[config.mk]
export PLATFORM = sky130hd
export DESIGN_NAME = card_tx_bank_buffer
export DESIGN_NICKNAME = d
export VERILOG_FILES = /design/src/rtl/txbuf_pkg.sv /design/src/rtl/txbuf_mem.sv /design/src/rtl/txbuf_wptr.sv /design/src/rtl/txbuf_rptr.sv /design/src/rtl/txbuf_flags.sv /design/src/rtl/card_tx_bank_buffer.sv
export SDC_FILE = /design/constraint.sdc
export NUM_CORES = 1
export LEC_CHECK = 0
export BUFFER_PORTS_ARGS = -buffer_cell sky130_fd_sc_hd__buf_2
export CAP_MARGIN = 40
export CORE_ASPECT_RATIO = 1.4
export CORE_MARGIN = 10
export CORE_UTILIZATION = 45
export DETAILED_ROUTE_END_ITERATION = 8
export HOLD_SLACK_MARGIN = 0.05
export SKIP_CTS_REPAIR_TIMING = 1
export SLEW_MARGIN = 40
export SYNTH_ARGS = -nofsm -noshare
export SYNTH_HDL_FRONTEND = slang
export SYNTH_SLANG_ARGS = --single-unit
[constraint.sdc]
create_clock -name clk -period 2.5 [get_ports clk]
set_input_delay 0.125 -clock clk [delete_from_list [all_inputs] [get_ports clk]]
set_output_delay 0.125 -clock clk [all_outputs]
set_load 0.1 [all_outputs]
[src/rtl/txbuf_pkg.sv]
package txbuf_pkg;
  localparam int NUM_BANKS = 2;
  typedef logic [NUM_BANKS-1:0] bank_vec_t;
endpackage

[src/rtl/txbuf_mem.sv]
module txbuf_mem #(
  parameter int DATA_W = 8,
  parameter int ADDR_W = 4
) (
  input  logic              clk,
  input  logic              we,
  input  logic [ADDR_W-1:0] waddr,
  input  logic [DATA_W-1:0] wdata,
  input  logic              re,
  input  logic [ADDR_W-1:0] raddr,
  output logic [DATA_W-1:0] rdata
);
  localparam int DEPTH = 2 ** ADDR_W;

  logic [DATA_W-1:0] store [DEPTH];

  always_ff @(posedge clk) begin
    if (we) store[waddr] <= wdata;
  end

  always_ff @(posedge clk) begin
    if (re) rdata <= store[raddr];
  end
endmodule

[src/rtl/txbuf_wptr.sv]
module txbuf_wptr
  import txbuf_pkg::*;
#(
  parameter int BANK_DEPTH = 8,
  localparam int IDX_W  = $clog2(BANK_DEPTH),
  localparam int ADDR_W = IDX_W + 1
) (
  input  logic              clk,
  input  logic              rst,
  input  logic              wr_en,
  input  bank_vec_t         bank_ready,
  output logic [ADDR_W-1:0] wr_addr,
  output logic              wr_go,
  output bank_vec_t         fill_done,
  output bank_vec_t         first_wr
);
  logic             wbank;
  logic [IDX_W-1:0] widx;

  assign wbank = wr_addr[ADDR_W-1];
  assign widx  = wr_addr[IDX_W-1:0];
  assign wr_go = wr_en && !bank_ready[wbank];

  for (genvar b = 0; b < NUM_BANKS; b++) begin : g_bank
    assign fill_done[b] = wr_go && (wbank == 1'(b)) && (widx == IDX_W'(BANK_DEPTH-1));
    assign first_wr[b]  = wr_go && (wbank == 1'(b)) && (widx == '0);
  end

  always_ff @(posedge clk) begin
    if (rst)        wr_addr <= '0;
    else if (wr_go) wr_addr <= wr_addr + 1'b1;
  end

  // each accepted write moves the pointer by exactly one, wrapping
  a_r2_ptr_step: assert property (@(posedge clk) disable iff (rst)
    wr_go |=> wr_addr == ADDR_W'($past(wr_addr) + 1'b1));
  // a refused write leaves the pointer where it was
  a_r3_hold_on_refuse: assert property (@(posedge clk) disable iff (rst)
    !wr_go |=> $stable(wr_addr));
endmodule

[src/rtl/txbuf_rptr.sv]
module txbuf_rptr
  import txbuf_pkg::*;
#(
  parameter int BANK_DEPTH = 8,
  localparam int IDX_W  = $clog2(BANK_DEPTH),
  localparam int ADDR_W = IDX_W + 1
) (
  input  logic              clk,
  input  logic              rst,
  input  logic              start,
  input  logic              ser_req,
  input  bank_vec_t         bank_ready,
  output logic [ADDR_W-1:0] rd_addr,
  output logic              rd_go,
  output bank_vec_t         drained,
  output logic              ser_valid
);
  logic             active;
  logic             rbank;
  logic [IDX_W-1:0] ridx;

  assign rbank = rd_addr[ADDR_W-1];
  assign ridx  = rd_addr[IDX_W-1:0];
  assign rd_go = ser_req && active && bank_ready[rbank];

  for (genvar b = 0; b < NUM_BANKS; b++) begin : g_bank
    assign drained[b] = rd_go && (rbank == 1'(b)) && (ridx == IDX_W'(BANK_DEPTH-1));
  end

  always_ff @(posedge clk) begin
    if (rst) begin
      active    <= 1'b0;
      rd_addr   <= '0;
      ser_valid <= 1'b0;
    end else begin
      if (start) active <= 1'b1;
      if (rd_go) rd_addr <= rd_addr + 1'b1;
      ser_valid <= rd_go;
    end
  end

  // a valid byte always answers a request of the previous cycle
  a_r5_valid_after_req: assert property (@(posedge clk) disable iff (rst)
    ser_valid |-> $past(ser_req));
  // nothing leaves before the transmitter is armed
  a_r4_idle_silent: assert property (@(posedge clk) disable iff (rst)
    !active |=> !ser_valid);
endmodule

[src/rtl/txbuf_flags.sv]
module txbuf_flags
  import txbuf_pkg::*;
(
  input  logic      clk,
  input  logic      rst,
  input  bank_vec_t fill_done,
  input  bank_vec_t drained,
  input  bank_vec_t first_wr,
  input  bank_vec_t flag_clr,
  input  bank_vec_t irq_mask,
  output bank_vec_t bank_ready,
  output bank_vec_t bank_empty,
  output logic      irq
);
  bank_vec_t empty_d;

  for (genvar b = 0; b < NUM_BANKS; b++) begin : g_bank
    always_comb begin
      empty_d[b] = bank_empty[b];
      if (flag_clr[b] || first_wr[b]) empty_d[b] = 1'b0;
      if (drained[b])                 empty_d[b] = 1'b1;
    end

    always_ff @(posedge clk) begin
      if (rst)               bank_ready[b] <= 1'b0;
      else if (fill_done[b]) bank_ready[b] <= 1'b1;
      else if (drained[b])   bank_ready[b] <= 1'b0;
    end

    // a drained bank flags empty on the next edge
    a_r6_flag_on_drain: assert property (@(posedge clk) disable iff (rst)
      drained[b] |=> bank_empty[b]);
    // an empty bank is never also marked loaded
    a_r10_empty_not_ready: assert property (@(posedge clk) disable iff (rst)
      bank_empty[b] |-> !bank_ready[b]);
  end

  always_ff @(posedge clk) begin
    if (rst) begin
      bank_empty <= '0;
      irq        <= 1'b0;
    end else begin
      bank_empty <= empty_d;
      irq        <= |(empty_d & ~irq_mask);
    end
  end

  // fully masked and steady mask keeps the interrupt low
  a_r9_masked_quiet: assert property (@(posedge clk) disable iff (rst)
    (irq_mask == '1) && $stable(irq_mask) |-> !irq);
endmodule

[src/rtl/card_tx_bank_buffer.sv]
module card_tx_bank_buffer
  import txbuf_pkg::*;
#(
  parameter int DATA_W     = 8,
  parameter int BANK_DEPTH = 8
) (
  input  logic              clk,
  input  logic              rst,
  input  logic              wr_en,
  input  logic [DATA_W-1:0] wr_data,
  input  logic              start,
  input  logic              ser_req,
  output logic              ser_valid,
  output logic [DATA_W-1:0] ser_data,
  input  logic [1:0]        flag_clr,
  input  logic [1:0]        irq_mask,
  output logic [1:0]        bank_empty,
  output logic              irq
);
  localparam int IDX_W  = $clog2(BANK_DEPTH);
  localparam int ADDR_W = IDX_W + 1;

  logic [ADDR_W-1:0] wr_addr, rd_addr;
  logic              wr_go, rd_go;
  bank_vec_t         bank_ready, fill_done, first_wr, drained;

  txbuf_wptr #(.BANK_DEPTH(BANK_DEPTH)) u_wptr (
    .clk(clk), .rst(rst), .wr_en(wr_en), .bank_ready(bank_ready),
    .wr_addr(wr_addr), .wr_go(wr_go), .fill_done(fill_done), .first_wr(first_wr)
  );

  txbuf_rptr #(.BANK_DEPTH(BANK_DEPTH)) u_rptr (
    .clk(clk), .rst(rst), .start(start), .ser_req(ser_req),
    .bank_ready(bank_ready), .rd_addr(rd_addr), .rd_go(rd_go),
    .drained(drained), .ser_valid(ser_valid)
  );

  txbuf_mem #(.DATA_W(DATA_W), .ADDR_W(ADDR_W)) u_mem (
    .clk(clk), .we(wr_go), .waddr(wr_addr), .wdata(wr_data),
    .re(rd_go), .raddr(rd_addr), .rdata(ser_data)
  );

  txbuf_flags u_flags (
    .clk(clk), .rst(rst), .fill_done(fill_done), .drained(drained),
    .first_wr(first_wr), .flag_clr(flag_clr), .irq_mask(irq_mask),
    .bank_ready(bank_ready), .bank_empty(bank_empty), .irq(irq)
  );

  // an unmasked set flag with a steady mask must show on irq
  a_r8_irq_follows: assert property (@(posedge clk) disable iff (rst)
    ((bank_empty & ~irq_mask) != '0) && $stable(irq_mask) |-> irq);
endmodule

# Yosys cells after proc, flatten, opt, wreduce, memory -nomap -nowiden
# Memories as Yosys holds them, arrays and structs flattened. A register that Yosys moved wholly into a read port is not among the register bits.
# Index checks and enable logic that the tools add are counted.
[word_totals]
romBits = 0
out_inout_bits = 12
memories = 1
word_cells = 53
latch_bits = 0
ram_bits = 128
register_bits = 15
[mem_list]
columns = ["name", "words", "width", "rd", "rd_ports_with_merged_regs", "write_ports", "line", "source"]
rows = [
  ["u_mem.store", 16, 8, 1, 1, 1, "txbuf_mem.sv:15", "logic [DATA_W-1:0] store [DEPTH];"],
]
[classes]
magnitude_cmp = 2
shifts = 0
n_reduce_logical = 20
eq_ne = 2
n_bitwise = 4
add_sub_neg = 2
div = 0
mul = 0
mux = 14
[ops]
columns = ["op", "count"]
rows = [
  ["two-way mux 1 bit", 14],
  ["logical AND 1 bit", 13],
  ["adder 4 x 1 -> 4 bit (second input constant)", 2],
  ["== test 3 bit (second input constant)", 2],
  ["less-than comparator 1 x 2 -> 1 bit (second input constant)", 2],
  ["nonzero test 2 bit", 2],
  ["zero test 3 bit", 1],
  ["bitwise AND 2 bit", 1],
  ["logical OR 1 bit", 2],
  ["inverter 1 bit", 2],
  ["inverter 2 bit", 1],
  ["OR reduction 2 bit", 1],
  ["zero test 1 bit", 1],
]

# Logic depth before layout (Yosys ltp)
# Gate-level depths: netlist of run 1.
[logic_depth]
ltp_word = 11
ltp_mapped = 6

# By module
# Synthesis of run 1 repeated with hierarchy kept, for this count alone.
[hier_totals]
hier_cells = 311
hier_area_um2 = 5999.5
[modules_own_cells]
columns = ["module", "instances", "seq_area_each_um2", "cells_each", "area_each_um2"]
rows = [
  ["txbuf_mem", 1, 4083.9, 229, 5227.5],
  ["txbuf_rptr", 1, 120.1, 33, 310.3],
  ["txbuf_wptr", 1, 80.1, 30, 286.5],
  ["txbuf_flags", 1, 100.1, 19, 175.2],
]

# Least setup slack after synthesis of run 1
# OpenSTA, ideal clock, no wires.
[synth_timing]
path_type = "reg2reg"
start = "register u_wptr.wr_addr[3]"
end = "memory u_mem.store[3][0], enable pin"
n_path_buf = 2
setup_ps = 383
stages_incl_launch_ff = 7
synth_period_minus_slack_ps = 1984
setup_slack_ps = 516
arrival_time_ps = 1600
cell_sequence = "dfxtp_1 -> buf_2 -> nor2_1 -> o21a_1 -> buf_2 -> nand2_1 -> nor3_1"
[synth_via]
elab_chain_cells = 6
[synth_lines]
columns = ["item", "line", "source"]
rows = [
  ["from (decl)", "txbuf_wptr.sv:12", "output logic [ADDR_W-1:0] wr_addr,"],
  ["from (signal assigned)", "txbuf_wptr.sv:31", "else if (wr_go) wr_addr <= wr_addr + 1'b1;"],
  ["two-way mux 1 bit (implied by the code) (2 in a row)", "txbuf_wptr.sv:22", "assign wr_go = wr_en && !bank_ready[wbank];"],
  ["zero test 1 bit", "txbuf_wptr.sv:22", ""],
  ["logical AND 1 bit", "txbuf_wptr.sv:22", ""],
  ["two-way mux 1 bit", "txbuf_mem.sv:18", "if (we) store[waddr] <= wdata;"],
  ["two-way mux 1 bit (implied by the code)", "txbuf_mem.sv:18", ""],
  ["to (decl)", "txbuf_mem.sv:15", ""],
]
# Parallel ways exist; a longest one is shown, timed or not. The select of a mux whose other input is x is not followed.

# Worst setup path in the final report of run 1
[layout_timing]
start = "register u_rptr.rd_addr[2]"
end = "register u_flags.irq"
[layout_via]
elab_chain_cells = 5
elab_cells_between_ends = 7
classes_between = "eq/ne (1); mux (2); bitwise (1); reduce/logical (3)"
[layout_lines]
columns = ["item", "line", "source"]
rows = [
  ["from (decl)", "txbuf_rptr.sv:13", "output logic [ADDR_W-1:0] rd_addr,"],
  ["from (signal assigned)", "txbuf_rptr.sv:37", "if (rd_go) rd_addr <= rd_addr + 1'b1;"],
  ["== test 3 bit *", "txbuf_rptr.sv:27", "assign drained[b] = rd_go && (rbank == 1'(b)) && (ridx == IDX_W'(BANK_DEPTH-1));"],
  ["logical AND 1 bit", "txbuf_rptr.sv:27", ""],
  ["two-way mux 1 bit", "txbuf_flags.sv:21", "if (drained[b]) empty_d[b] = 1'b1;"],
  ["bitwise AND 2 bit *", "txbuf_flags.sv:44", "irq <= |(empty_d & ~irq_mask);"],
  ["OR reduction 2 bit *", "txbuf_flags.sv:44", ""],
  ["to (signal assigned)", "txbuf_flags.sv:44", ""],
  ["to (decl)", "txbuf_flags.sv:13", "output logic irq"],
]
# Every way passes the cells marked *; elsewhere a longest branch is shown, timed or not.
# A chain may end at the register's enable or synchronous reset.

==> results.txt, run 1 <==
Status = finished clean
Data arrival, critical path = 2690 ps
Clk sink count = 151
Most common cell in the synthesized netlist = edfxtp_1
Antenna Cells = 0
Final Core Density = 53.7%
DP Worst Slack = 484 ps
Post-synthesis cell count = 321
Final Instance Area = 6910 µm²
IO Pins = 29
Crit end category = flop
Total number of vias = 3017
Worst Skew = 8.52 ps
CTS H-tree depth = 4
Core area = 12900 µm²
Reg-to-Reg Start = u_rptr.rd_addr[2]
Worst IR Drop VDD = 0.372 mV
Register area = 4390 µm²
Setup-failing EPs final = 0
Antenna violations before repair = 0
Layout cell share with drive strength beyond 1 = 26.4%
# DRC = 0
Crit-path cells = ha_1 > nand3_1 > o32a_1 > o32ai_1 > dlygate4sd3_1
Total grt overflow = 0
Hold Path Origin = flag_clr[0]
Synthesized cell area = 5940 µm²
Hold depth = 3
Maximum root-to-sink buffer count = 2
Top delay family on crit path = flip-flops
PD cells = 750 nW/µm²
Synth-to-Final Area Change = 16.3%
Placer Congestion = 0.743
Commonest register cell after synthesis = edfxtp_1
Die area = 18300 µm²
Routed WL = 11800 µm
First-pass GRT wire length = 18700 µm
Fillcell total = 1016
Period minus WS final = 2340 ps
Final count of pins violating max slew = 0
DRT Pass-1 Iters = 4
EDFF count, synth = 136
Die width = 117 µm
Nets@finish = 404
Pin count of the biggest net entering global routing = 25
DP Area = 6350 µm²
PnR worst setup slack = 163 ps
Yosys warning total = 0
Footprint of the multi-input gates = 1430 µm²
Post-synth ARST share = 0%
Die height = 156 µm
Final Power = 0.00518 W
Net Count, Synth = 345
Number of cells on the critical path = 5
R2R cell count = 5
Critical Path RT = 2850 ps
Worst slew margin = 47.0%
Hpwl dp = 7650 µm
Wire length per cell = 21.7 µm
Top cell type's share of synthesized area = 68.7%
Root buffer cell = clkbuf_16
Final Hold Viols = 0
Cts bufs inserted = 17
Crit share post-route = 93.5%
DR vias/cell = 5.56
Crit path largest cell delay = 830 ps
Worst-path clk slew = 60 ps
Crit-path slowest cell = dfxtp_1
F_max = 428 MHz
# rows = 49
Worst-Margin Slew = 794 ps
Synth Register Bits = 151
Clock latency on the worst-skew pair = 410 ps
Starting DRT DRC Count = 174
Commonest cells post-synth = edfxtp_1 (136), nor2_1 (29), mux4_2 (22)
Routed Antenna Nets = 0
Max Fanout on Critical Path = 18
Worst setup SP type = flop
# port buffers = 28
Syn_area_per_cell = 18.5 µm²
Initial Utilization = 46.2%
Setup CP Type = flop to flop
Seq/Total Area, Yosys = 73.8%
Total GRT Usage = 13.9%
Vias in the first global route = 3217
Critical Path Start = u_rptr.rd_addr[2]
Maxcap violations = 0
Ranking of synthesized cells by area = edfxtp_1 (69%), mux4_2 (8.3%), dfxtp_1 (5.1%), mux4_1 (2.7%), mux2i_1 (2.4%)
Yosys top cell by area = edfxtp_1
Synth cell types = 40
CP bufs+invs = 1
Leak Pwr = 2.26 nW
Hold Path Class = input pin to flop
CTS tree = built
## layout by cell type, fill, tap and decap left out, drive strengths merged, types with 2 or more instances in the layout
cell type    instances
or2                  2
edfxtp             136
inv                  7
dlygate4sd3          4
mux4                28
o32a                 2
nand2               13
nand2b               3
clkinv               5
clkbuf              19
o21ai                4
mux2i               14
nand3                5
nor2b                6
buf                 51
clkinvlp             3
a221oi               2
dfxtp               15
o2111ai              2
a211oi               2
nor2                29
nor3                 4
ha                   7
a21oi                6
nand4b               2
xnor2                2
o22ai                8
## power by group
group	internal, W	total (W)	switching, W
Combinational	0.0000469	0.000128	0.0000816
Sequential	0.00278	0.00279	0.0000108
Clock	0.00134	0.00226	0.000922
Total	0.00417	0.00518	0.00101
## per-stage QoR
stage | setup TNS (ps) | hold slack (ps) | instances
4_1_cts | 0 | -101 | 539
5_1_grt | -50.3 | 63.2 | 543
6_report | 0 | 52.2 | 543
3_3_place_gp | 0 | 329 | 510
3_5_place_dp | 0 | 335 | 510
2_1_floorplan | 0 | 194 | 321
## registers in the layout (all words and copies together), names as in the netlist
register / cells
u_rptr.rd_addr: 4
u_flags.bank_ready: 2
u_rptr.ser_valid: 1
u_flags.irq: 1
u_rptr.active: 1
u_wptr.wr_addr: 4
u_mem.rdata: 8
u_flags.bank_empty: 2
u_mem.store: 128
## final timing paths
path	slack [ps]	to
max	160	u_flags.irq
min	50	u_flags.bank_empty[0]
max reg2reg	160	u_flags.irq
min reg2reg	490	u_rptr.active
## final cells by class
type,count,share of cell area [%]
Inverter,6,0.326
Tap cell,153,2.77
Clock inverter,10,1.21
Sequential cell,151,63.5
Timing Repair Buffer,55,5.29
Clock buffer,19,6.27
Multi-Input combinational cell,149,20.7
## tightest hold or removal path, cell delays in order
cell	delay, ps
buf_2	80
o32a_1	170
nor2_1	40
## logic make-up after synthesis
kind of cell             count (synthesis)  synth area share (%)
AO/OA/AOI/OAI                           30                  3.45
XOR/XNOR                                 3                 0.442
adder cells (fa/ha/maj)                  7                  1.47
buffers and inverters                   21                  2.21
flip-flops                             151                  73.8
multiplexers                            42                  13.3
AND/OR/NAND/NOR                         67                  5.31
## per-layer routing
layer | up-vias | track usage (%) | part of all wire, %
li1 | 1397 | - | -
met1 | 1563 | 17.4 | 44
met2 | 46 | 21.8 | 52
met3 | 11 | 3.93 | 2.9
met4 | 0 | 6.55 | 1.5
met5 | - | 0 | 0
Note: power is estimated with default switching activity, not from simulation.
==> run 2, diff against run 1 <==
CAP_MARGIN = not set   (was 40)
CELL_PAD_IN_SITES_DETAIL_PLACEMENT = 0   (was not set)
CELL_PAD_IN_SITES_GLOBAL_PLACEMENT = 1   (was not set)
PLACE_DENSITY_LB_ADDON = 0.1   (was not set)
clock period = 2.7 ns   (was 2.5 ns; I/O delays follow)
==> run 2 against run 1 <==
Largest power group unchanged; final area rose by 1.1%; worst hold slack got worse by 15 ps; sequential cell count did not move; fmax rose by 1.0%; non-clock buffer count fell by 6; die area did not move; clock power rose by 14%; first-iteration DRC count rose by 40%; combinational power barely moved.
==> results.txt, run 2 (synthesis results as in run 1) <==
DR vias/cell = 5.55
Pin count of the biggest net entering global routing = 25
First-pass GRT wire length = 19600 µm
Critical Path RT = 3060 ps
Die height = 156 µm
Starting DRT DRC Count = 244
Maximum root-to-sink buffer count = 2
Top flop regs = u_mem.store: 128 flops, u_mem.rdata: 8 flops
Vias in the first global route = 3244
Unrepaired setup endpoints after global routing = false
Final count of pins violating max slew = 0
Data arrival, critical path = 2680 ps
# rows = 49
Total GRT Usage = 15.0%
Worst Skew = 9.81 ps
Total number of vias = 2996
Setup-failing EPs final = 0
Most common cell after layout, fill and taps aside = edfxtp_1
Root buffer cell = clkbuf_16
Status = finished clean
Placer Congestion = 0.754
Worst-Margin Slew = 760 ps
Die area = 18300 µm²
CTS H-tree depth = 4
Fillcell total = 1059
Max FFs per register = 128
Worst slew margin = 49.2%
Routed WL = 12600 µm
Commonest non-fill, non-tap cells in the layout = edfxtp_1 (136), nor2_1 (29), buf_2 (28), mux4_2 (22), buf_4 (18)
Worst setup SP type = flop
CTS tree = built
# DRC = 0
Period minus WS final = 2310 ps
Final Hold Viols = 0
Wire length per cell = 23.3 µm
Setup CP Type = flop to flop
# port buffers = 28
Layout cell share with drive strength beyond 1 = 26.9%
Crit end category = flop
Final Power = 0.00529 W
Antenna violations before repair = 0
Antenna Cells = 0
IO Pins = 29
Total grt overflow = 0
Hpwl dp = 8570 µm
Final TNS setup = 0 ps
DRT Pass-1 Iters = 4
Most flops, register = u_mem.store
Maxcap violations = 0
Worst-path clk slew = 60 ps
Clk sink count = 151
Routed Antenna Nets = 0
Cts bufs inserted = 17
Clock latency on the worst-skew pair = 420 ps
Leak Pwr = 2.28 nW
Nets@finish = 398
Core area = 12900 µm²
Die width = 117 µm
Worst IR Drop VDD = 0.431 mV
Synth-to-Final Area Change = 17.5%
F_max = 432 MHz
PD cells = 757 nW/µm²
Crit share post-route = 85.7%
Hold Path Class = input pin to flop
Initial Utilization = 46.2%
Max Fanout on Critical Path = 21
run 2: cell count changes in the layout (fill, tap and decap cells not counted), sizes merged:
cell / change
clkbuf: -2
clkinv: -2
inv: +1
bufinv: +4
clkinvlp: +2
buf: -5
dlygate4sd3: -1
run 2: worst max-delay path: stages (launching register included):
cell and delay [ps]:
dfxtp_2 370, buf_4 360, ha_1 230, ha_1 150, nand3_1 140, o32a_1 220, o32ai_1 210, dlygate4sd3_1 580
run 2: through the flow:
step | hold slack [ps] | cell area, µm² | util (%) | setup WS [ps] | instances
2_1_floorplan | 204 | 5940 | - | 716 | 321
3_3_place_gp | 342 | 6300 | 49.0 | 606 | 505
3_5_place_dp | 348 | 6300 | 49.0 | 528 | 505
4_1_cts | -93.8 | 6950 | 54.0 | 514 | 537
5_1_grt | 54.6 | 6980 | 54.2 | 191 | 540
6_report | 37.5 | 6980 | 54.2 | 386 | 540
run 2: final cells by class:
class,instances,area (µm²),area share [%]
clock buffers,17,425,6.09
flip-flops and latches,151,4390,62.8
well taps,153,191,2.74
inverters,6,22.5,0.322
multi-input cells,149,1430,20.4
clock inverters,15,226,3.24
repair buffers,49,305,4.37
run 2: final timing paths:
kind	cells after the start	endpoint	slack, ps	start
max	7	u_flags.irq	390	u_rptr.rd_addr[0]
min	3	u_flags.bank_ready[0]	40	wr_en
max reg2reg	7	u_flags.irq	390	u_rptr.rd_addr[0]
min reg2reg	2	u_rptr.active	500	u_rptr.active
run 2: where the power goes:
part           total (W)  leakage, nW  internal, W  switching, W
Clock            0.00258        0.300      0.00164      0.000933
Combinational   0.000128        0.631    0.0000446     0.0000836
Sequential       0.00259         1.35      0.00258     0.0000101
run 2: per-layer routing:
metal,wire length (µm),global-route usage [%]
met3,323,4.31
met2,6780,25.2
met4,117,4.43
met1,5370,18.1
met5,0,0
==> run 3, diff against run 2 <==
CTS_BUF_LIST = sky130_fd_sc_hd__clkbuf_8   (was not set)
==> run 3 against run 2 <==
Non-clock buffer count increased by 3; routed wire length shrank 0.83%; register-to-register slack about the same; setup slack improved by 4.9 ps; fmax increased by 0.21%; critical endpoint unchanged; final area decreased by 2.3%.
==> results.txt, run 3 (synthesis results as in run 1) <==
Routed Antenna Nets = 0
Initial Utilization = 46.2%
Worst Skew = 10.2 ps
Crit share post-route = 85.5%
Final Hold Viols = 0
First-pass GRT wire length = 19400 µm
Crit path largest cell delay = 580 ps
PnR worst setup slack = 391 ps
Worst IR Drop VDD = 0.330 mV
Hpwl dp = 8570 µm
Pin count of the biggest net entering global routing = 25
# rows = 49
Crit end category = flop
Switching pwr = 0.000944 W
# DRC = 0
Nets@finish = 401
Top delay family on crit path = buffers and inverters
# port buffers = 28
Hold depth = 2
Max FFs per register = 128
Die width = 117 µm
Antenna violations before repair = 0
Combinational power share = 2.8%
Sequential power share = 55.3%
Clock latency on the worst-skew pair = 440 ps
Final count of pins violating max slew = 0
Vias in the first global route = 3206
DR vias/cell = 5.53
Status = finished clean
Hold Path Class = input pin to flop
PD cells = 684 nW/µm²
Crit-path slowest cell = dlygate4sd3_1
F_max = 433 MHz
Power Internal = 0.00372 W
Fillcell total = 1074
WL met3 = 345 µm
Final TNS setup = 0 ps
Most flops, register = u_mem.store
Routed WL = 12500 µm
CTS H-tree depth = 4
Clock share of power = 41.9%
Wire length per cell = 23.0 µm
Data arrival, critical path = 2690 ps
Max Fanout on Critical Path = 21
Layout cell share with drive strength beyond 1 = 26.7%
Most common cell after layout, fill and taps aside = edfxtp_1
Met2 wire length = 6730 µm
Top flop regs = u_mem.store: 128 flops, u_mem.rdata: 8 flops
Switching portion of total power = 20.2%
Worst-path clk slew = 80 ps
Commonest non-fill, non-tap cells in the layout = edfxtp_1 (136), nor2_1 (29), buf_2 (28), mux4_2 (22), buf_4 (18)
Critical Path Most Common Cell = ha_1
Total GRT Usage = 14.7%
Worst setup SP type = flop
Total grt overflow = 0
Maximum root-to-sink buffer count = 2
DP Worst Slack = 528 ps
Number of cells on the critical path = 7
Worst slew margin = 49.2%
IO Pins = 29
Worst-Margin Slew = 759 ps
Die height = 156 µm
Antenna Cells = 0
Die area = 18300 µm²
R2R cell count = 7
Clk sink count = 151
Unrepaired setup endpoints after global routing = false
Maxcap violations = 0
Critical Path RT = 3080 ps
Root buffer cell = clkbuf_8
Starting DRT DRC Count = 185
Setup CP Type = flop to flop
Top Metal Used = met4
Met1 Wirelength = 5290 µm
Placer Congestion = 0.754
Setup-failing EPs final = 0
Period minus WS final = 2310 ps
CTS tree = built
Leak Pwr = 2.21 nW
Total number of vias = 3005
Core area = 12900 µm²
DRT Pass-1 Iters = 5
Synth-to-Final Area Change = 14.8%
Crit-path cells = buf_4 > ha_1 > ha_1 > nand3_1 > o32a_1 > o32ai_1 > dlygate4sd3_1
CP bufs+invs = 2
Cts bufs inserted = 17
==> run 3: changes by cell type in the layout (fill, tap and decap cells not counted) <==
cell           delta
clkbuf_8         +17
clkbuf_16        -17
dlygate4sd3_1     +3
==> run 3: stage by stage <==
stage,hold WS (ps),utilization [%],total power (W),area (µm²),instances
floorplan,204,-,0.00269,5940,321
global placement,342,49.0,0.00276,6300,505
detailed placement,348,49.0,0.00276,6300,505
CTS,-128,52.5,0.00470,6760,537
global route,63.0,53.0,0.00483,6820,543
finish,49.3,53.0,0.00467,6820,543
==> run 3: area by class of cell <==
type / count / area [µm²] / area share, %
Clock buffer: 17 / 234 / 3.43
Clock inverter: 15 / 226 / 3.32
Inverter: 6 / 22.5 / 0.330
Multi-Input combinational cell: 149 / 1430 / 20.9
Sequential cell: 151 / 4390 / 64.3
Tap cell: 153 / 191 / 2.81
Timing Repair Buffer: 52 / 335 / 4.91
==> run 3: path summary, 6_finish.rpt <==
| kind | start | end | slack, ps |
|---|---|---|---|
| worst min-delay path | rst | u_rptr.active | 50 |
| worst min register to register | u_rptr.active | u_rptr.active | 500 |
| worst max-delay path | u_rptr.rd_addr[0] | u_flags.irq | 390 |
| worst max register to register | u_rptr.rd_addr[0] | u_flags.irq | 390 |
==> run 3: routing by layer <==
layer / track usage, % / vias up
li1: - / 1392
met1: 17.7 / 1561
met2: 25.4 / 45
met3: 3.16 / 7
met4: 4.60 / 0
met5: 0 / -
==> run 3: power groups by stage <==
stage / registers [W] / logic, W / clock network (W)
6_report: 0.00258 / 0.000131 / 0.00195
4_1_cts: 0.00258 / 0.000130 / 0.00199
2_1_floorplan: 0.00263 / 0.0000545 / 0
3_5_place_dp: 0.00263 / 0.000129 / 0
3_3_place_gp: 0.00263 / 0.000128 / 0
5_1_grt: 0.00258 / 0.000149 / 0.00210
